`src/rtl/lsr_trk_pkg.sv`:
```
package lsr_trk_pkg;

  // Error flag bit positions within an entry
  localparam int FLG_PARITY  = 0;
  localparam int FLG_FRAMING = 1;
  localparam int FLG_BREAK   = 2;
  localparam int FLG_W       = 3;

  typedef logic [FLG_W-1:0] err_flags_t;

  // An entry counts as errored when any of its flags is set
  function automatic logic entry_errored(input err_flags_t f);
    return f[FLG_PARITY] | f[FLG_FRAMING] | f[FLG_BREAK];
  endfunction

  // Errored-entry count after one cycle of push and pop
  function automatic logic [15:0] cnt_step(input logic [15:0] c,
                                           input logic inc,
                                           input logic dec);
    return c + 16'(inc) - 16'(dec);
  endfunction

  // Sticky error bit: re-armed while errored entries remain, cleared by a read
  function automatic logic sticky_next(input logic mode,
                                       input logic remain,
                                       input logic cur,
                                       input logic rd);
    return mode & (remain | (cur & ~rd));
  endfunction

endpackage

```
`src/rtl/lsr_rx_queue.sv`:
```
module lsr_rx_queue
  import lsr_trk_pkg::*;
#(
  parameter int DEPTH  = 16,
  parameter int DATA_W = 8,
  localparam int PTR_W = (DEPTH > 1) ? $clog2(DEPTH) : 1,
  localparam int CNT_W = $clog2(DEPTH + 1)
) (
  input  logic              clk,
  input  logic              rst_n,
  input  logic              push,
  input  logic [DATA_W-1:0] push_data,
  input  err_flags_t        push_flags,
  input  logic              pop,
  output logic [DATA_W-1:0] head_data,
  output err_flags_t        head_flags,
  output logic [CNT_W-1:0]  level,
  output logic              push_ok,
  output logic              pop_ok
);

  logic [PTR_W-1:0] wr_ptr, rd_ptr;
  logic [DATA_W-1:0] data_mem [DEPTH];
  err_flags_t        flag_mem [DEPTH];
  logic full, empty;

  function automatic logic [PTR_W-1:0] ptr_inc(input logic [PTR_W-1:0] p);
    return (p == PTR_W'(DEPTH - 1)) ? '0 : p + PTR_W'(1);
  endfunction

  assign full    = (level == CNT_W'(DEPTH));
  assign empty   = (level == '0);
  assign pop_ok  = pop & ~empty;
  assign push_ok = push & (~full | pop_ok);

  for (genvar g = 0; g < DEPTH; g++) begin : g_slot
    always_ff @(posedge clk) begin
      if (push_ok && wr_ptr == PTR_W'(g)) begin
        data_mem[g] <= push_data;
        flag_mem[g] <= push_flags;
      end
    end
  end

  always_ff @(posedge clk) begin
    if (!rst_n) begin
      wr_ptr <= '0;
      rd_ptr <= '0;
      level  <= '0;
    end else begin
      if (push_ok) wr_ptr <= ptr_inc(wr_ptr);
      if (pop_ok)  rd_ptr <= ptr_inc(rd_ptr);
      if (push_ok && !pop_ok)      level <= level + CNT_W'(1);
      else if (pop_ok && !push_ok) level <= level - CNT_W'(1);
    end
  end

  assign head_data  = data_mem[rd_ptr];
  assign head_flags = flag_mem[rd_ptr];

endmodule

```
`src/rtl/lsr_err_count.sv`:
```
module lsr_err_count
  import lsr_trk_pkg::*;
#(
  parameter int DEPTH = 16,
  localparam int CNT_W = $clog2(DEPTH + 1)
) (
  input  logic             clk,
  input  logic             rst_n,
  input  logic             fifo_mode,
  input  logic             inc,
  input  logic             dec,
  input  logic             lsr_read,
  output logic [CNT_W-1:0] err_cnt,
  output logic             fifo_err
);

  logic [CNT_W-1:0] cnt_nxt;
  logic             remain;

  assign cnt_nxt = CNT_W'(cnt_step(16'(err_cnt), inc, dec));
  assign remain  = (cnt_nxt != '0);

  always_ff @(posedge clk) begin
    if (!rst_n) begin
      err_cnt  <= '0;
      fifo_err <= 1'b0;
    end else begin
      err_cnt  <= cnt_nxt;
      fifo_err <= sticky_next(fifo_mode, remain, fifo_err, lsr_read);
    end
  end

endmodule

```
`src/rtl/lsr_tx_idle.sv`:
```
module lsr_tx_idle (
  input  logic thr_busy,
  input  logic tsr_busy,
  output logic xmit_empty
);

  // Same rule in both modes: holding stage and shifter must both be empty
  assign xmit_empty = ~(thr_busy | tsr_busy);

endmodule

```
`src/rtl/lsr_err_tracker.sv`:
```
module lsr_err_tracker
  import lsr_trk_pkg::*;
#(
  parameter int DEPTH  = 16,
  parameter int DATA_W = 8,
  localparam int CNT_W = $clog2(DEPTH + 1)
) (
  input  logic              clk,
  input  logic              rst_n,
  input  logic              fifo_mode,
  input  logic              rx_push,
  input  logic [DATA_W-1:0] rx_push_data,
  input  logic [FLG_W-1:0]  rx_push_flags,
  input  logic              rx_pop,
  output logic [DATA_W-1:0] rx_head_data,
  output logic [FLG_W-1:0]  rx_head_flags,
  output logic [CNT_W-1:0]  rx_level,
  input  logic              thr_busy,
  input  logic              tsr_busy,
  input  logic              lsr_read,
  output logic              lsr_xmit_empty,
  output logic              lsr_fifo_err
);

  // Named internal events, also watched by the checker
  logic             push_ok, pop_ok;
  logic             push_errored, pop_errored;
  logic [CNT_W-1:0] err_cnt;

  lsr_rx_queue #(.DEPTH(DEPTH), .DATA_W(DATA_W)) u_queue (
    .clk       (clk),
    .rst_n     (rst_n),
    .push      (rx_push),
    .push_data (rx_push_data),
    .push_flags(rx_push_flags),
    .pop       (rx_pop),
    .head_data (rx_head_data),
    .head_flags(rx_head_flags),
    .level     (rx_level),
    .push_ok   (push_ok),
    .pop_ok    (pop_ok)
  );

  assign push_errored = entry_errored(rx_push_flags);
  assign pop_errored  = entry_errored(rx_head_flags);

  lsr_err_count #(.DEPTH(DEPTH)) u_count (
    .clk      (clk),
    .rst_n    (rst_n),
    .fifo_mode(fifo_mode),
    .inc      (push_ok & push_errored),
    .dec      (pop_ok & pop_errored),
    .lsr_read (lsr_read),
    .err_cnt  (err_cnt),
    .fifo_err (lsr_fifo_err)
  );

  lsr_tx_idle u_tx (
    .thr_busy  (thr_busy),
    .tsr_busy  (tsr_busy),
    .xmit_empty(lsr_xmit_empty)
  );

endmodule

```
`config.mk`:
```
export PLATFORM = sky130hd
export DESIGN_NAME = lsr_err_tracker
export DESIGN_NICKNAME = d
export VERILOG_FILES = /design/src/rtl/lsr_trk_pkg.sv /design/src/rtl/lsr_rx_queue.sv /design/src/rtl/lsr_err_count.sv /design/src/rtl/lsr_tx_idle.sv /design/src/rtl/lsr_err_tracker.sv
export SDC_FILE = /design/constraint.sdc
export NUM_CORES = 1
export LEC_CHECK = 0
export ABC_AREA = 1
export CORE_AREA = 2 2 136 138
export CTS_CLUSTER_SIZE = 25
export DETAILED_ROUTE_END_ITERATION = 10
export DIE_AREA = 0 0 138 140
export DONT_BUFFER_PORTS = 1
export GPL_TIMING_DRIVEN = 1
export PLACE_DENSITY = 0.6
export SLEW_MARGIN = 10
export SYNTH_ARGS = -nofsm -noshare
export SYNTH_HDL_FRONTEND = slang
export SYNTH_HIERARCHICAL = 1
export SYNTH_SLANG_ARGS = --single-unit
```
`constraint.sdc`:
```
create_clock -name clk -period 8.02 [get_ports clk]
set_input_delay 0.802 -clock clk [delete_from_list [all_inputs] [get_ports clk]]
set_output_delay 0.802 -clock clk [all_outputs]
set_load 0.01 [all_outputs]
```
==> impl_metrics.yaml <==
layout:
  commonest_non_fill_non_tap_cell_in_the_layout: "sky130_fd_sc_hd__nand2_1"
  layout.nets: 868
  share_of_post_route_cells_with_drive_strength_above_1_pct: 8.865
  postLayoutCoreUtil_pct: 53.46
  synthToLayoutAreaGrowth_pct: 10.02
  stdcell_area_mm2: 0.009504
  mostFrequentLayoutCells: "229 x sky130_fd_sc_hd__nand2_1, 176 x sky130_fd_sc_hd__edfxtp_1, 93 x sky130_fd_sc_hd__nor2_1"
  diodes_inserted: 0
timing:
  finalClockSkew_ns: 0.01073
  hold_viol: 0
  fmax_mhz: 246.2
  hold_ws_ns: 0.4591
  slew-limit-headroom_pct: 17.15
  finalCritPeriodShare_pct: 50.65
  setup-violations-final: 0
  grt_setup_unrepaired: "false"
  totalNegativeSetupSlack_ns: 0
  time_the_worst_path_needs_with_i_o_delays_and_setup_ns: 4.062
  worstMarginPinSlew_ns: 1.236
  maxSlewViolCount: 0
cts:
  cts.clk_slew.worst_paths_ns: 0.08
  cts_root_buf: "sky130_fd_sc_hd__clkbuf_16"
  hold_buffers: 0
  post-cts-setup-buffers: 0
  tritoncts: "done"
  cts-root-to-sink-buffers: 2
  htree_num_levels: 4
  worst_skew_pair.late_latency_ns: 0.44
  cts.sinks: 199
  cts-buffers-inserted: 17
  cts.repair.resized: 0
routing:
  wirelength_met1_um: 8413
  met2_length_um: 9370
  drt_iter0_drc: 457
  finalWirelength_um: 19760
  drc_errors: 0
  postRouteAntennaNets: 0
  met3_wirelength_um: 1376
  dr_total_vias: 5788
  drt_pass1_iterations: 6
  post_drt_wl_per_cell_um: 18.38
  post_drt_via_cell_ratio: 5.384
  routed.top_layer: "met4"
setup_path:
  critical_path_type: "flop to flop"
  critPathMaxFanout: 42
  worst-endpoint-required_ns: 8.36
  critPathLaunchType: "flop"
  timing.reg2reg.setup_slack_ns: 3.96
  end_kind: "flop"
  regToRegEndpoint: "u_count/fifo_err"
  critPathArrivalTime_ns: 4.40
  worstRegToRegCells: 19
min_path:
  hp-class: "input pin to flop"
  hold-path-cell-count: 0
  hold_path_startpoint: "rx_push_flags[0]"
  end_of_the_worst_hold_path: "u_queue/flag_mem[1][0]"
power_and_ir_drop:
  p_leak_nw: 3.728
  vdd_drop_max_uv: 189.0
  post-layout-total-power_mw: 2.785
  cellPowerDensity_mw_per_mm2: 293.1
placement:
  globalplace.congestion: 0.7869
  io_buffer_count: 0
  dp.final_hpwl_um: 11660
  detailed_place.area_mm2: 0.008932
synthesis:
  synth.net_count: 867
  synthesis.area_per_instance_um2: 10.38
  ys_seq_elements: 199
  ys_warn_count: 6
  yosysSeqAreaShare_pct: 66.51
  syn_inst: 832
  synth.distinct_cells: 25
  mappedNetlistArea_mm2: 0.008638
floorplanning:
  number_of_top_level_design_ports: 37
  die_h_um: 140
  initial_core_util_pct: 48.59
  cell_rows: 49
  dieWidth_um: 138
  coreArea_mm2: 0.01778
  die_area_mm2: 0.01932
job:
  maxCapViolations: 0
grt:
  grt_pass1_wl_um: 30600
  via_count_of_the_first_global_routing_pass: 5599
  grt_start_max_net_pins: 103
  track_usage_pct: 20.90
  overflow: 0
  grt_antenna_before_repair: 0
outcome:
  run_status: "complete, no violations"
-- per-layer routing --
metal / vias to the layer above / global-route usage (%)
li1: 2785 / -
met1: 2784 / 27.59
met2: 184 / 34.13
met3: 35 / 3.829
met4: 0 / 9.237
met5: - / 0
-- how the worst max path moves through the flow --
stage           start               end  depth (start not counted)
3_5_place_dp     flop  u_count/fifo_err                         20
3_3_place_gp     flop  u_count/fifo_err                         20
5_1_grt          flop  u_count/fifo_err                         20
4_1_cts          flop  u_count/fifo_err                         20
6_report         flop  u_count/fifo_err                         19
2_1_floorplan  rx_pop  u_count/fifo_err                         17
-- flip-flops by register name (all words and copies together) (netlist names), named ones only --
| signal | count |
|---|---|
| u_count/err_cnt | 5 |
| u_count/fifo_err | 1 |
| u_queue/data_mem | 128 |
| u_queue/flag_mem | 48 |
| u_queue/level | 5 |
| u_queue/rd_ptr | 4 |
| u_queue/wr_ptr | 4 |
-- critical path, stage by stage, from the launching register on --
cell and delay [ns]:
sky130_fd_sc_hd__dfxtp_1 0.54, sky130_fd_sc_hd__inv_2 0.57, sky130_fd_sc_hd__buf_4 0.50, sky130_fd_sc_hd__nor2_1 0.10
sky130_fd_sc_hd__o21ai_1 0.09, sky130_fd_sc_hd__nand3_1 0.08, sky130_fd_sc_hd__nand3_1 0.10, sky130_fd_sc_hd__nand2_1 0.15
sky130_fd_sc_hd__nor2_1 0.23, sky130_fd_sc_hd__a21oi_1 0.10, sky130_fd_sc_hd__ha_1 0.28, sky130_fd_sc_hd__inv_1 0.04
sky130_fd_sc_hd__ha_1 0.20, sky130_fd_sc_hd__fa_1 0.46, sky130_fd_sc_hd__nor2_1 0.11, sky130_fd_sc_hd__nand2_1 0.07
sky130_fd_sc_hd__nor2_2 0.09, sky130_fd_sc_hd__nand3_1 0.08, sky130_fd_sc_hd__nor2_1 0.10, sky130_fd_sc_hd__nor2_1 0.04
-- area by class of cell --
cell class                      count  area (um^2)
Timing Repair Buffer               18        135.1
Multi-Input combinational cell    518         2465
Sequential cell                   199         5749
Tap cell                          229        286.5
Inverter                           79        296.5
Clock buffer                       19        464.2
Clock inverter                     13        107.6
Fill cell                        1547         8275
-- power breakdown --
| group | total [mW] | leakage [nW] | switching, mW | internal, mW |
|---|---|---|---|---|
| combinational | 0.688 | 1.66 | 0.447 | 0.241 |
| clock | 0.824 | 0.285 | 0.392 | 0.432 |
| sequential | 1.27 | 1.78 | 0.0949 | 1.18 |
| total | 2.79 | 3.73 | 0.933 | 1.85 |
-- through the flow --
| step | std cells | setup WS, ns |
|---|---|---|
| final | 1075 | 3.958 |
| after detailed placement | 1043 | 3.941 |
| after global routing | 1075 | 3.554 |
| after floorplan | 832 | 5.250 |
| after global placement | 1043 | 3.972 |
| after CTS | 1075 | 3.921 |
-- logic make-up after synthesis --
family,after synthesis,share of synthesized area [%]
AOI/OAI and AO/OA,61,3.911
adders and majority gates,16,2.491
and+or+nand+nor,435,20.65
xor gates and xnor gates,6,0.6083
DFF,199,66.51
buffers and inverters,115,5.823
-- synthesized netlist by cell type --
master                     count  area [um^2]
sky130_fd_sc_hd__dfxtp_1      23        460.4
sky130_fd_sc_hd__nor3_1       15        75.07
sky130_fd_sc_hd__inv_1        75        281.5
sky130_fd_sc_hd__fa_1          2        40.04
sky130_fd_sc_hd__xnor2_1       1        8.760
sky130_fd_sc_hd__buf_4         8        60.06
sky130_fd_sc_hd__nand4_1       3        18.77
sky130_fd_sc_hd__a21oi_1      11        55.05
sky130_fd_sc_hd__ha_1         14        175.2
sky130_fd_sc_hd__inv_2         4        15.01
sky130_fd_sc_hd__xor2_1        5        43.79
sky130_fd_sc_hd__buf_6         3        33.78
sky130_fd_sc_hd__clkbuf_1      9        33.78
sky130_fd_sc_hd__nor2_2        1        6.260
sky130_fd_sc_hd__nand3_1      90        450.4
sky130_fd_sc_hd__buf_2        15        75.07
sky130_fd_sc_hd__edfxtp_1    176         5285
sky130_fd_sc_hd__o21ai_1      17        85.08
sky130_fd_sc_hd__buf_1         1        3.750
sky130_fd_sc_hd__o211ai_1     13        97.59
sky130_fd_sc_hd__nor2_1       93        349.1
sky130_fd_sc_hd__nand2_1     229        859.6
sky130_fd_sc_hd__nand2_2       3        18.77
sky130_fd_sc_hd__o21ai_0      20        100.1
sky130_fd_sc_hd__or2_2         1        6.260
Power figures use the tool's default switching activity.
